**config.mk**
```make
export PLATFORM = sky130hd
export DESIGN_NAME = fpm_dram_ctrl
export DESIGN_NICKNAME = d
export VERILOG_FILES = /design/src/rtl/fpm_dram_ctrl.sv
export SDC_FILE = /design/constraint.sdc
export NUM_CORES = 1
export LEC_CHECK = 0
export ABC_AREA = 1
export CORE_ASPECT_RATIO = 2
export CORE_MARGIN = 3
export CORE_UTILIZATION = 50
export CTS_CLUSTER_SIZE = 14
export DETAILED_ROUTE_END_ITERATION = 10
export PLACE_DENSITY = 0.71
export SKIP_LAST_GASP = 1
export SYNTH_ARGS = -nofsm -noshare
export SYNTH_HDL_FRONTEND = slang
export SYNTH_SLANG_ARGS = --single-unit
```
**constraint.sdc**
```tcl
create_clock -name clk -period 2.33 [get_ports clk]
set_clock_uncertainty 0.2 [all_clocks]
set_input_delay 0.233 -clock clk [delete_from_list [all_inputs] [get_ports clk]]
set_output_delay 0.233 -clock clk [all_outputs]
set_load 0.005 [all_outputs]
```
**src/rtl/fpm_dram_ctrl.sv**
```systemverilog
module fpm_dram_ctrl #(
  parameter int ROW_W    = 10,
  parameter int COL_W    = 9,
  parameter int DW       = 8,
  parameter int T_RCD    = 4,
  parameter int T_RAH    = 2,
  parameter int T_RAS    = 12,
  parameter int T_RASMAX = 20000,
  parameter int T_RP     = 8,
  parameter int T_CAC    = 3,
  parameter int T_AA     = 6,
  parameter int T_CPA    = 7,
  parameter int T_CP     = 2,
  parameter int T_PC     = 8,
  parameter int T_CAS    = 2,
  localparam int AW      = ROW_W + COL_W,
  localparam int MA      = (ROW_W > COL_W) ? ROW_W : COL_W
) (
  input  logic          clk,
  input  logic          rst_n,
  input  logic          req,
  input  logic          we,
  input  logic [AW-1:0] addr,
  input  logic [DW-1:0] wdata,
  output logic          ready,
  output logic          rvalid,
  output logic [DW-1:0] rdata,
  input  logic          ref_req,
  output logic          ref_gnt,
  output logic          dram_ras_n,
  output logic          dram_cas_n,
  output logic          dram_we_n,
  output logic          dram_oe_n,
  output logic [MA-1:0] dram_a,
  output logic [DW-1:0] dram_dq_o,
  output logic          dram_dq_oe,
  input  logic [DW-1:0] dram_dq_i
);
  localparam int CW    = $clog2(T_RASMAX + 2);
  localparam int GUARD = T_PC + T_CPA + T_AA + T_CAC + T_CAS + 4;
  localparam logic [CW-1:0] K_SAT = CW'(T_RASMAX + 1);
  localparam logic [CW-1:0] K_LIM = CW'(T_RASMAX - GUARD);
  localparam logic [CW-1:0] K_RCD = CW'(T_RCD);
  localparam logic [CW-1:0] K_RAH = CW'(T_RAH);
  localparam logic [CW-1:0] K_RAS = CW'(T_RAS);
  localparam logic [CW-1:0] K_RP  = CW'(T_RP);
  localparam logic [CW-1:0] K_CAC = CW'(T_CAC);
  localparam logic [CW-1:0] K_AA  = CW'(T_AA);
  localparam logic [CW-1:0] K_CPA = CW'(T_CPA);
  localparam logic [CW-1:0] K_CP  = CW'(T_CP);
  localparam logic [CW-1:0] K_PC  = CW'(T_PC);
  localparam logic [CW-1:0] K_CAS = CW'(T_CAS);

  typedef enum logic [2:0] {S_PRE, S_IDLE, S_ACT, S_COL, S_CAS, S_OPEN, S_CLOSE, S_REF} st_t;

  st_t st, st_d;
  logic ras_d, cas_d, we_d, oe_d, dqoe_d, pend, pend_d, rvalid_d, col_load, wr_q;
  logic [MA-1:0]    a_d;
  logic [DW-1:0]    rdata_d;
  logic [ROW_W-1:0] row_q;
  logic [COL_W-1:0] col_q;
  logic [CW-1:0]    ras_lo, ras_hi, cas_lo, cas_hi, aa_c;

  wire [ROW_W-1:0] h_row = addr[AW-1:COL_W];
  wire [COL_W-1:0] h_col = addr[COL_W-1:0];
  wire acc = req && ready;

  assign ready   = ((st == S_IDLE) || (st == S_OPEN && ras_lo < K_LIM)) && !ref_req;
  assign ref_gnt = (st == S_REF);

  function automatic logic [CW-1:0] inc(input logic [CW-1:0] v);
    return (v == K_SAT) ? v : v + 1'b1;
  endfunction

  always_comb begin
    st_d = st; ras_d = dram_ras_n; cas_d = dram_cas_n; we_d = dram_we_n;
    oe_d = dram_oe_n; dqoe_d = dram_dq_oe; a_d = dram_a; pend_d = pend;
    rvalid_d = 1'b0; rdata_d = rdata; col_load = 1'b0;
    case (st)
      S_PRE: if (ras_hi >= K_RP) begin
        if (pend) begin
          ras_d = 1'b0; a_d = MA'(row_q); pend_d = 1'b0; st_d = S_ACT;
        end else if (ref_req) st_d = S_REF;
        else st_d = S_IDLE;
      end
      S_IDLE: if (ref_req) st_d = S_REF;
        else if (acc) begin
          ras_d = 1'b0; a_d = MA'(h_row); st_d = S_ACT;
        end
      S_ACT: if (ras_lo >= K_RAH) begin
        a_d = MA'(col_q); col_load = 1'b1;
        we_d = !wr_q; oe_d = wr_q; dqoe_d = wr_q; st_d = S_COL;
      end
      S_COL: if (ras_lo >= K_RCD && cas_hi >= K_CP && cas_lo >= K_PC) begin
        cas_d = 1'b0; st_d = S_CAS;
      end
      S_CAS: if (wr_q) begin
        if (cas_lo >= K_CAS) begin
          cas_d = 1'b1; we_d = 1'b1; dqoe_d = 1'b0; st_d = S_OPEN;
        end
      end else if (cas_lo >= K_CAC && aa_c >= K_AA && cas_hi >= K_CPA) begin
        rdata_d = dram_dq_i; rvalid_d = 1'b1; cas_d = 1'b1; oe_d = 1'b1; st_d = S_OPEN;
      end
      S_OPEN: if (ref_req || ras_lo >= K_LIM) st_d = S_CLOSE;
        else if (acc) begin
          if (h_row == row_q) begin
            a_d = MA'(h_col); col_load = 1'b1;
            we_d = !we; oe_d = we; dqoe_d = we; st_d = S_COL;
          end else begin
            pend_d = 1'b1; st_d = S_CLOSE;
          end
        end
      S_CLOSE: if (ras_lo >= K_RAS) begin
        ras_d = 1'b1; st_d = S_PRE;
      end
      S_REF: if (!ref_req) st_d = S_PRE;
      default: st_d = S_PRE;
    endcase
  end

  always_ff @(posedge clk or negedge rst_n) begin
    if (!rst_n) begin
      st <= S_PRE; pend <= 1'b0; wr_q <= 1'b0; row_q <= '0; col_q <= '0;
      dram_ras_n <= 1'b1; dram_cas_n <= 1'b1; dram_we_n <= 1'b1; dram_oe_n <= 1'b1;
      dram_a <= '0; dram_dq_o <= '0; dram_dq_oe <= 1'b0; rvalid <= 1'b0; rdata <= '0;
      ras_lo <= K_SAT; ras_hi <= '0; cas_lo <= K_SAT; cas_hi <= K_SAT; aa_c <= K_SAT;
    end else begin
      st <= st_d; pend <= pend_d;
      dram_ras_n <= ras_d; dram_cas_n <= cas_d; dram_we_n <= we_d; dram_oe_n <= oe_d;
      dram_a <= a_d; dram_dq_oe <= dqoe_d; rvalid <= rvalid_d; rdata <= rdata_d;
      if (acc) begin
        row_q <= h_row; col_q <= h_col; wr_q <= we; dram_dq_o <= wdata;
      end
      ras_lo <= (dram_ras_n && !ras_d) ? CW'(1) : inc(ras_lo);
      ras_hi <= ((!dram_ras_n && ras_d) || st == S_REF) ? CW'(1) : inc(ras_hi);
      cas_lo <= (dram_cas_n && !cas_d) ? CW'(1) : inc(cas_lo);
      cas_hi <= (!dram_cas_n && cas_d) ? CW'(1) : inc(cas_hi);
      aa_c   <= col_load ? CW'(1) : inc(aa_c);
    end
  end
endmodule

```
-- After elaboration in Yosys (flattened, before gate mapping)
Index checks and enable logic that the tools add are counted.
- flip-flop bits (word level): 131
- latch bits: 0
- memory bits (writable): 0
- bits in read-only memories: 0
- output and inout port bits: 34
- memories kept: 0
- $add $sub $neg: 5
- $mul: 0
- divide/modulo/power cells: 0
- $lt $le $gt $ge: 12
- equality and inequality tests: 38
- shifts and indexed selects: 0
- multiplexer cells: 76
- bitwise logic cells: 1
- reductions and logical operators: 31
- operator list (kind ; count):
    15-bit two-way mux ; 10
    10-bit two-way mux ; 8
    15-bit by 1-bit adder with 15-bit output, second input constant ; 5
    15-bit == test, second input constant ; 5
    15-bit by 2-bit >= comparator with 1-bit output, second input constant ; 4
    15-bit by 3-bit >= comparator with 1-bit output, second input constant ; 3
    15-bit by 4-bit >= comparator with 1-bit output, second input constant ; 3
    3-bit two-way mux ; 15
    10-bit one-hot mux with 4 select lines ; 1
    2-bit != test, second input constant ; 19
    1-bit two-way mux ; 34
    3-bit one-hot mux with 8 select lines ; 1
    9-bit AND reduction ; 2
    15-bit >= comparator, second input constant ; 1
    15-bit less-than comparator, second input constant ; 1
    7-bit AND reduction ; 2
    3-bit == test, second input constant ; 4
    1-bit one-hot mux with 3 select lines ; 4
    1-bit logical AND ; 11
    10-bit == test ; 1
    3-bit != test, second input constant ; 3
    1-bit logical NOT ; 7
    3-bit by 2-bit == test with 1-bit output, second input constant ; 2
    1-bit one-hot mux with 2 select lines ; 3
    other kinds (11) ; 14

-- Longest topological paths before layout
Gate-level depths: netlist of the first run.
- word-level depth: 11
- mapped depth: 13

-- Worst setup path before layout of the first run
OpenSTA, ideal clock, no wires.
- path type: flip-flop to flip-flop
- from: register ras_lo[14]
- to: register dram_dq_o[7]
- data arrival time: 1614 ps
- setup slack: 392 ps
- stages on the path, launching flop included: 9
- path buffers: 1
- cell sequence: dfstp_2 nand2_1 nor2_1 nand3_1 nand2_1 nand2_1 nand3_2 buf_2 mux2_2
- longest elaborated chain between the ends: 5
- ends and longest elaborated chain (item ; line ; text):
    start: declaration ; 62 ; logic [CW-1:0] ras_lo, ras_hi, cas_lo, cas_hi, aa_c;
    start signal: assignment ; 134 ; ras_lo <= (dram_ras_n && !ras_d) ? CW'(1) : inc(ras_lo);
    15-bit less-than comparator ; 68 ; assign ready = ((st == S_IDLE) || (st == S_OPEN && ras_lo < K_LIM)) && !ref_req;
    1-bit logical AND ; 68 ;
    1-bit logical OR ; 68 ;
    1-bit logical AND ; 68 ;
    1-bit logical AND ; 66 ; wire acc = req && ready;
    end signal: assignment ; 132 ; row_q <= h_row; col_q <= h_col; wr_q <= we; dram_dq_o <= wdata;
    end: declaration ; 35 ; output logic [DW-1:0] dram_dq_o,
No other way between the ends.
A chain may end at the register's enable or synchronous reset.

-- Worst setup path in the final report of the first run
- from: register st[0]
- to: output port ref_gnt
- longest elaborated chain between the ends: 1
- ends and longest elaborated chain (item ; line ; text):
    start: declaration ; 56 ; st_t st, st_d;
    start signal: assignment ; 128 ; st <= st_d; pend <= pend_d;
    3-bit == test ; 69 ; assign ref_gnt = (st == S_REF);
    end: declaration ; 29 ; output logic ref_gnt,
No other way between the ends.

==> impl_metrics.json, run 1 <==
{
  "clk_pin_slew_worst_paths_ns": 0.06,
  "fin_crit_ns": 2.26,
  "rsz0062_at_grt": "yes",
  "total_power_mw": 11.3,
  "grt_max_degree": 54,
  "htreeDepth": 4,
  "register_area_um2": 3310,
  "tns_ns": 0,
  "synth_flop_cell": "dfrtp_1",
  "dp_hpwl_um": 12600,
  "antenna_cells": 0,
  "p_seq_share_pct": 34.2,
  "netlist.area_leader.share_pct": 35.1,
  "drc": 0,
  "antenna_found_initial": 0,
  "cts_tree": "built",
  "path_class": "reg -> out",
  "leakage_nw": 4.49,
  "place_ws_ns": -0.000352,
  "final_antenna_net_count": 0,
  "syn-cell-area_um2": 7340,
  "synth.area.top_cells": "dfrtp_1 35%, nand2_1 11%, dfstp_2 10%",
  "fill_cells": 1281,
  "drive_gt1_share_pct": 13.0,
  "finalSetupViolCount": 0,
  "grt_pass1_wl_um": 29100,
  "fin_crit_sh_pct": 96.8,
  "async_flop_share_pct": 100,
  "area_delta_synth_final_pct": 24.7,
  "hold_violations": 0,
  "p_per_area_nw_per_um2": 1230,
  "synth-seq-cells": 131,
  "worst_skew_pair.late_latency_ns": 0.43,
  "ys_seq_area_share_pct": 45.1,
  "grt_overflow": 0,
  "arrival_ns": 1.82,
  "synthCells": 948,
  "first_pass_iters": 5,
  "final_common_cell": "nand2_1",
  "die_h_um": 177,
  "slew_viol_final": 0,
  "cp_max_fo": 7,
  "fin_cells": 1264,
  "avgSynthCellArea_um2": 7.75,
  "fmax_mhz": 443,
  "final_cell_mix": "215 x nand2_1, 145 x inv_1, 122 x nor2_1",
  "synth_edf_count": 0,
  "clock_path_buffers": 2,
  "ioPinCount": 74,
  "routed_via_density": 5.04,
  "first_global_vias": 6514,
  "p_sw_share_pct": 38.1,
  "p_switching_mw": 4.29,
  "finalWorstSetupSlack_ns": 0.0743,
  "slew_headroom_pct": 68.2,
  "startpoint_type": "flip-flop",
  "cts_root_buf": "clkbuf_16",
  "portBuffers": 73,
  "wl_per_cell_um": 13.5,
  "cp.required_ns": 1.90,
  "die_area_um2": 16300,
  "final_util_pct": 63.8,
  "fp.dieW_um": 91.7,
  "initial_utilization_pct": 51.2,
  "p_clk_share_pct": 24.3,
  "cap_violations": 0,
  "synth_nets": 1003,
  "vias": 6376,
  "drtIter0Drc": 301,
  "rows": 62,
  "crit_path_end_kind": "primary output",
  "peakVddDrop_uv": 685,
  "synth_warnings": 0,
  "gp_congestion": 0.880,
  "cts_sinks": 131,
  "coreArea_um2": 14400,
  "postLayoutCellArea_um2": 9160,
  "tightestPinTransition_ns": 0.473,
  "multi_input_area_um2": 3370,
  "grt.total_usage_pct": 22.2,
  "cts_buffers": 17,
  "nNetsFinal": 1114,
  "whs_ns": 0.114,
  "numPlacedInstances": 1220,
  "synth.distinct_cells": 45,
  "intPower_mw": 6.98,
  "post-synth-top-area-cell": "dfrtp_1",
  "status": "complete, no violations",
  "pwr-share-comb_pct": 41.5,
  "placed_area_um2": 8440,
  "hp-class": "in -> async",
  "wirelength_um": 17000
}
[final cells by class]
cell class	instances	area share (%)
Inverter	150	6.19
Tap cell	192	2.62
Timing Repair Buffer	108	11.6
Clock inverter	13	1.75
Multi-Input combinational cell	651	36.9
Sequential cell	131	36.2
Clock buffer	19	4.84
[worst max-delay path, stage by stage, from the launching register on]
cell and delay (ns):
dfrtp_1 0.49, nand2_1 0.15, nor2_1 0.21, clkdlybuf4s50_1 0.54
[cells by family after synthesis]
family                     after synthesis  synth area share [%]
xor gates and xnor gates                38                  4.53
DFF                                    131                  45.1
and+or+nand+nor                        489                  29.3
muxes                                   10                  1.52
buffers and inverters                  166                  9.13
adders and majority gates               15                  2.56
AOI/OAI and AO/OA                       99                  7.89
[metal layers]
layer  wire, µm  share of wire (%)  vias up  GRT usage, %
met2       9380                 55      127          41.7
met4        548                3.2        0          11.5
li1           -                  -     3230             -
met5          0                  0        -             0
met3        544                3.2       40          3.90
met1       6550                 38     2979          23.3
[power groups by stage]
stage | Sequential, mW | Combinational (mW) | Clock [mW]
finish | 3.86 | 4.68 | 2.73
global route | 3.97 | 5.36 | 2.86
CTS | 3.85 | 4.72 | 2.78
detailed placement | 3.91 | 4.53 | 0
global placement | 3.90 | 4.45 | 0
floorplan | 3.75 | 3.02 | 0
[Yosys cell counts (2+ instances only)]
master	instances
nand2_1	215
inv_1	145
nor2_1	124
dfrtp_1	103
nand3_1	60
o21ai_0	32
a21oi_1	30
xor2_1	30
dfstp_2	28
nor3_1	28
nand4_1	22
ha_1	15
o21ai_1	12
mux2_2	9
nor3b_1	9
buf_2	8
xnor2_1	8
nor2_2	7
nor4_1	7
o221ai_1	7
nand3_2	5
buf_4	4
inv_2	4
or2_2	4
buf_6	3
nand2_2	3
o21ai_2	3
a21oi_2	2
a221oi_1	2
nor3_2	2
o21bai_1	2
o2bb2ai_1	2
[flip-flops by register name, indices dropped and copies added, names as in the netlist]
signal      cells
cas_hi         15
pend            1
cas_lo         15
dram_oe_n       1
ras_hi         15
rdata           8
wr_q            1
aa_c           15
dram_cas_n      1
dram_dq_oe      1
ras_lo         15
dram_we_n       1
col_q           9
dram_dq_o       8
dram_a         10
st              3
row_q          10
rvalid          1
dram_ras_n      1
[final timing paths]
check | from | end | slack (ns) | cells past startpoint
worst max-delay path | st[0]$_DFFE_PN0P_ | ref_gnt | 0.07 | 3
worst min-delay path | rst_n | aa_c[2]$_DFFE_PN0P_ | 0.11 | 2
worst max register to register | cas_lo[0]$_DFFE_PN1P_ | cas_lo[12]$_DFFE_PN0P_ | 0.19 | 9
worst min register to register | dram_oe_n$_DFFE_PN1P_ | dram_oe_n$_DFFE_PN1P_ | 0.27 | 2
max in group asynchronous | rst_n | cas_hi[9]$_DFFE_PN1P_ | 1.12 | 3
min in group clk | dram_dq_i[4] | rdata[4]$_DFFE_PN0P_ | 0.14 | 3
[timing repair]
item | CTS | global route
setup endpoints to repair | 1 | 25
hold buffers | 1 | 0
endpoints found under the hold margin | 103 | 0
buffers inserted | 10 | 1
pin swaps | 4 | 0
resized for setup | 2 | 4
Power figures use the tool's default switching activity.
==> run 2, diff against run 1 <==
--- a/config.mk
+++ b/config.mk
@@ -8,10 +8,9 @@
 export ABC_AREA = 1
 export CORE_ASPECT_RATIO = 2
 export CORE_MARGIN = 3
-export CORE_UTILIZATION = 50
-export CTS_CLUSTER_SIZE = 14
+export CORE_UTILIZATION = 52
 export DETAILED_ROUTE_END_ITERATION = 10
-export PLACE_DENSITY = 0.71
+export PLACE_DENSITY = 0.74
 export SKIP_LAST_GASP = 1
 export SYNTH_ARGS = -nofsm -noshare
 export SYNTH_HDL_FRONTEND = slang
==> impl_metrics.json, run 2 (synthesis gave the netlist of run 1 again) <==
{
  "path_class": "reg -> reg",
  "leakage_nw": 4.47,
  "rsz0062_at_grt": "yes",
  "wl_per_cell_um": 13.8,
  "fmax_mhz": 446,
  "cts_buffers": 17,
  "slew_headroom_pct": 67.3,
  "antenna_cells": 0,
  "hold_violations": 0,
  "final_cell_mix": "213 x nand2_1, 145 x inv_1, 117 x nor2_1",
  "hp-class": "in -> async",
  "intPower_mw": 6.96,
  "area_delta_synth_final_pct": 25.0,
  "fp.dieW_um": 90.0,
  "drive_gt1_share_pct": 13.9,
  "p_seq_share_pct": 33.8,
  "p_per_area_nw_per_um2": 1250,
  "crit_path_end_kind": "flip-flop",
  "finalSetupViolCount": 0,
  "vias": 6469,
  "status": "complete, no violations",
  "grt.total_usage_pct": 23.2,
  "htreeDepth": 4,
  "cts_root_buf": "clkbuf_16",
  "cp.required_ns": 2.43,
  "first_pass_iters": 6,
  "peakVddDrop_uv": 818,
  "clk_pin_slew_worst_paths_ns": 0.06,
  "reg2reg_to": "dram_a[3]$_DFFE_PN0P_",
  "worstRegToRegCells": 12,
  "cpPeakStageDelay_ns": 0.44,
  "reg2reg_slack_ns": 0.09,
  "drtIter0Drc": 238,
  "worst_skew_pair.late_latency_ns": 0.43,
  "p_switching_mw": 4.48,
  "startpoint_type": "flip-flop",
  "grt_pass1_wl_um": 29800,
  "cp_max_fo": 20,
  "initial_utilization_pct": 53.7,
  "cap_violations": 0,
  "place_ws_ns": 0.0379,
  "rows": 60,
  "cts_tree": "built",
  "cp_cell_sequence": "nor2_2 -> buf_4 -> nand3_1 -> nor2_2 -> nand4_1 -> nand3_2 -> inv_1 -> nor2_2 -> nand3_2 -> buf_12 -> nand2_1 -> o21ai_1",
  "final_antenna_net_count": 0,
  "tightestPinTransition_ns": 0.486,
  "wirelength_um": 17400,
  "p_clk_share_pct": 24.7,
  "fin_crit_sh_pct": 96.3,
  "finalWorstSetupSlack_ns": 0.0866,
  "grt_overflow": 0,
  "gp_congestion": 0.894,
  "die_area_um2": 15700,
  "nNetsFinal": 1111,
  "arrival_ns": 2.34,
  "grt_max_degree": 66,
  "coreArea_um2": 13700,
  "startpoint": "ras_lo[8]$_DFFE_PN0P_",
  "clock_path_buffers": 2,
  "final_util_pct": 67.2,
  "first_global_vias": 6615,
  "cp_slowest_cell": "dfrtp_2",
  "ioPinCount": 74,
  "fin_crit_ns": 2.24,
  "drc": 0,
  "antenna_found_initial": 0,
  "cp_common_cell": "nor2_2",
  "portBuffers": 73,
  "final_common_cell": "nand2_1",
  "dp_hpwl_um": 12700,
  "routed_via_density": 5.15,
  "cts_sinks": 131,
  "slew_viol_final": 0,
  "r2r_start": "ras_lo[8]$_DFFE_PN0P_",
  "p_sw_share_pct": 39.2,
  "pwr-share-comb_pct": 41.4,
  "die_h_um": 174
}
-- run 2: final cells by class --
class	instances	area, µm²
inverters	150	567
well taps	186	233
fillers	1171	4480
multi-input cells	651	3410
clock buffers	17	425
repair buffers	105	1040
flip-flops and latches	131	3320
clock inverters	15	191
-- run 2: per-layer routing --
layer	vias up	share of wire, %	global-route usage, %	wire, µm
li1	3248	-	-	-
met3	44	3.9	5.07	671
met4	0	2.8	10.1	478
met5	-	0	0	0
met1	3034	37	24.3	6450
met2	143	56	43.8	9750
-- run 2: worst max path at each step --
| stage | to | slack (ns) | cells after the start |
|---|---|---|---|
| 2_1_floorplan | dram_dq_o[7]$_DFFE_PN0P_ | 0.39 | 8 |
| 4_1_cts | ref_gnt | 0.03 | 3 |
| 5_1_grt | dram_a[3]$_DFFE_PN0P_ | -0.03 | 12 |
| 3_5_place_dp | dram_a[3]$_DFFE_PN0P_ | 0.04 | 13 |
| 3_3_place_gp | dram_a[3]$_DFFE_PN0P_ | 0.11 | 13 |
| 6_report | dram_a[3]$_DFFE_PN0P_ | 0.09 | 12 |
-- run 2: per-stage QoR --
step	power, mW	setup TNS (ns)	hold WS (ns)	cells	cell area, µm²
after floorplan	6.77	0	-0.263	948	7340
after global placement	8.35	0	-0.0159	1213	8430
after detailed placement	8.46	0	-0.0149	1213	8430
after CTS	11.4	0	0.110	1252	9110
after global routing	12.3	-0.0580	0.139	1255	9180
final	11.4	0	0.0998	1255	9180
-- run 2: power by group through the flow --
| stage | clock (mW) | combinational, mW | sequential, mW |
|---|---|---|---|
| 2_1_floorplan | 0 | 3.02 | 3.75 |
| 3_3_place_gp | 0 | 4.46 | 3.89 |
| 3_5_place_dp | 0 | 4.56 | 3.90 |
| 4_1_cts | 2.87 | 4.71 | 3.84 |
| 5_1_grt | 2.98 | 5.33 | 3.98 |
| 6_report | 2.83 | 4.74 | 3.87 |
-- run 2: critical path, delay by kind of cell, from the launching register on --
kind | cells | cell delay (ns)
compound gates | 1 | 0.06
buf+inv | 3 | 0.36
flops | 1 | 0.44
simple gates | 8 | 1.05
-- run 2: timing repair --
action,CTS,global route
endpoints found under the hold margin,113,0
resized for setup,5,16
hold buffers,1,0
setup endpoints to repair,1,34
pin swaps,2,6
setup buffers,6,3
==> run 3, diff against run 2 <==
--- a/config.mk
+++ b/config.mk
@@ -7,7 +7,7 @@
 export LEC_CHECK = 0
 export ABC_AREA = 1
 export CORE_ASPECT_RATIO = 2
-export CORE_MARGIN = 3
+export CORE_MARGIN = 2
 export CORE_UTILIZATION = 52
 export DETAILED_ROUTE_END_ITERATION = 10
 export PLACE_DENSITY = 0.74
==> impl_metrics.json, run 3 (synthesis gave the netlist of run 1 again) <==
{
  "status": "complete, no violations",
  "nNetsFinal": 1111,
  "gp_congestion": 0.915,
  "dp_hpwl_um": 13000,
  "routed_via_density": 5.18,
  "die_area_um2": 15100,
  "antenna_cells": 0,
  "drive_gt1_share_pct": 13.0,
  "leakage_nw": 4.47,
  "register_area_um2": 3310,
  "hp-class": "in -> async",
  "cap_violations": 0,
  "htreeDepth": 4,
  "multi_input_area_um2": 3390,
  "antenna_found_initial": 0,
  "fin_crit_ns": 2.27,
  "crit_path_end_kind": "flip-flop",
  "path_class": "reg -> reg",
  "fp.dieW_um": 88.0,
  "cts_sinks": 131,
  "final_cell_mix": "213 x nand2_1, 145 x inv_1, 119 x nor2_1",
  "clock_path_buffers": 2,
  "worst_skew_pair.late_latency_ns": 0.42,
  "portBuffers": 73,
  "cp_max_fo": 8,
  "fin_cells": 1258,
  "rows": 61,
  "fin_crit_sh_pct": 97.4,
  "first_pass_iters": 4,
  "wirelength_um": 17500,
  "grt_max_degree": 54,
  "first_global_vias": 6718,
  "cp.required_ns": 2.44,
  "startpoint_type": "flip-flop",
  "numPlacedInstances": 1223,
  "final_antenna_net_count": 0,
  "cts_buffers": 17,
  "hold_violations": 0,
  "initial_utilization_pct": 52.9,
  "fmax_mhz": 441,
  "fill_cells": 1189,
  "finalSetupViolCount": 0,
  "cts_root_buf": "clkbuf_16",
  "grt_overflow": 0,
  "wl_per_cell_um": 13.9,
  "p_per_area_nw_per_um2": 1250,
  "grt.total_usage_pct": 25.0,
  "drtIter0Drc": 323,
  "cts_tree": "built",
  "vias": 6514,
  "peakVddDrop_uv": 844,
  "rsz0062_at_grt": "no",
  "clk_pin_slew_worst_paths_ns": 0.06,
  "slew_headroom_pct": 27.5,
  "arrival_ns": 2.38,
  "tns_ns": 0,
  "drc": 0,
  "tightestPinTransition_ns": 1.08,
  "area_delta_synth_final_pct": 24.6,
  "die_h_um": 172,
  "coreArea_um2": 13900,
  "slew_viol_final": 0,
  "ioPinCount": 74,
  "final_common_cell": "nand2_1",
  "grt_pass1_wl_um": 29900
}
==> run 3: layer usage <==
| metal | vias up | share of wire [%] | global-route usage [%] |
|---|---|---|---|
| met4 | 0 | 3.0 | 11.7 |
| li1 | 3229 | - | - |
| met1 | 3082 | 38 | 26.8 |
| met3 | 44 | 3.6 | 4.49 |
| met2 | 159 | 56 | 46.2 |
| met5 | - | 0 | 0 |
==> run 3: stage by stage <==
| stage | util, % | power (mW) | hold WS (ns) | setup WS, ns | cell area, µm² |
|---|---|---|---|---|---|
| 3_5_place_dp | 60.9 | 8.45 | 0.0206 | 0.0834 | 8460 |
| 6_report | 65.9 | 11.4 | 0.133 | 0.0613 | 9150 |
| 4_1_cts | 65.7 | 11.4 | 0.137 | 0.00819 | 9130 |
| 3_3_place_gp | 60.9 | 8.34 | 0.0133 | 0.0979 | 8460 |
| 5_1_grt | 65.9 | 12.3 | 0.170 | 0.00105 | 9150 |
| 2_1_floorplan | - | 6.77 | -0.263 | 0.392 | 7340 |
==> run 3: worst max-delay path, stage by stage (launching register included) <==
cell,delay [ns]
dfrtp_1,0.43
nand2_2,0.15
nor2_2,0.05
nor3_1,0.87
o21ai_0,0.25
nand3_1,0.15
nand2_1,0.06
==> run 3: area by class of cell <==
cell class,count,area share [%]
tap,189,2.58
sequential,131,36.2
timing repair buffer,105,11.1
multi-input combinational,651,37.0
inverter,150,6.15
clock inverter,11,1.93
clock buffer,21,5.03
==> run 3: power breakdown <==
part	internal, mW	switching, mW	leakage [nW]
logic	2.04	2.61	2.57
registers	3.16	0.704	1.61
clock network	1.85	1.02	0.296
==> run 3: what timing repair did <==
action,in CTS,in global routing
hold buffers,1,0
cloned,0,0
buffers inserted,2,0
hold endpoints to repair,78,0
pin swaps,0,2
setup endpoints to repair,1,19
resized for setup,4,7
==> run 3: worst paths after layout <==
check / slack, ns / endpoint / startpoint / depth (start not counted)
max in group asynchronous: 1.10 / ras_lo[0]$_DFFE_PN1P_ / rst_n / 3
max: 0.06 / st[1]$_DFFE_PN0P_ / st[0]$_DFFE_PN0P_ / 6
min in group clk: 0.14 / rdata[2]$_DFFE_PN0P_ / dram_dq_i[2] / 3
min reg2reg: 0.28 / rdata[3]$_DFFE_PN0P_ / rdata[3]$_DFFE_PN0P_ / 2
max reg2reg: 0.06 / st[1]$_DFFE_PN0P_ / st[0]$_DFFE_PN0P_ / 6
min: 0.13 / cas_lo[13]$_DFFE_PN0P_ / rst_n / 2
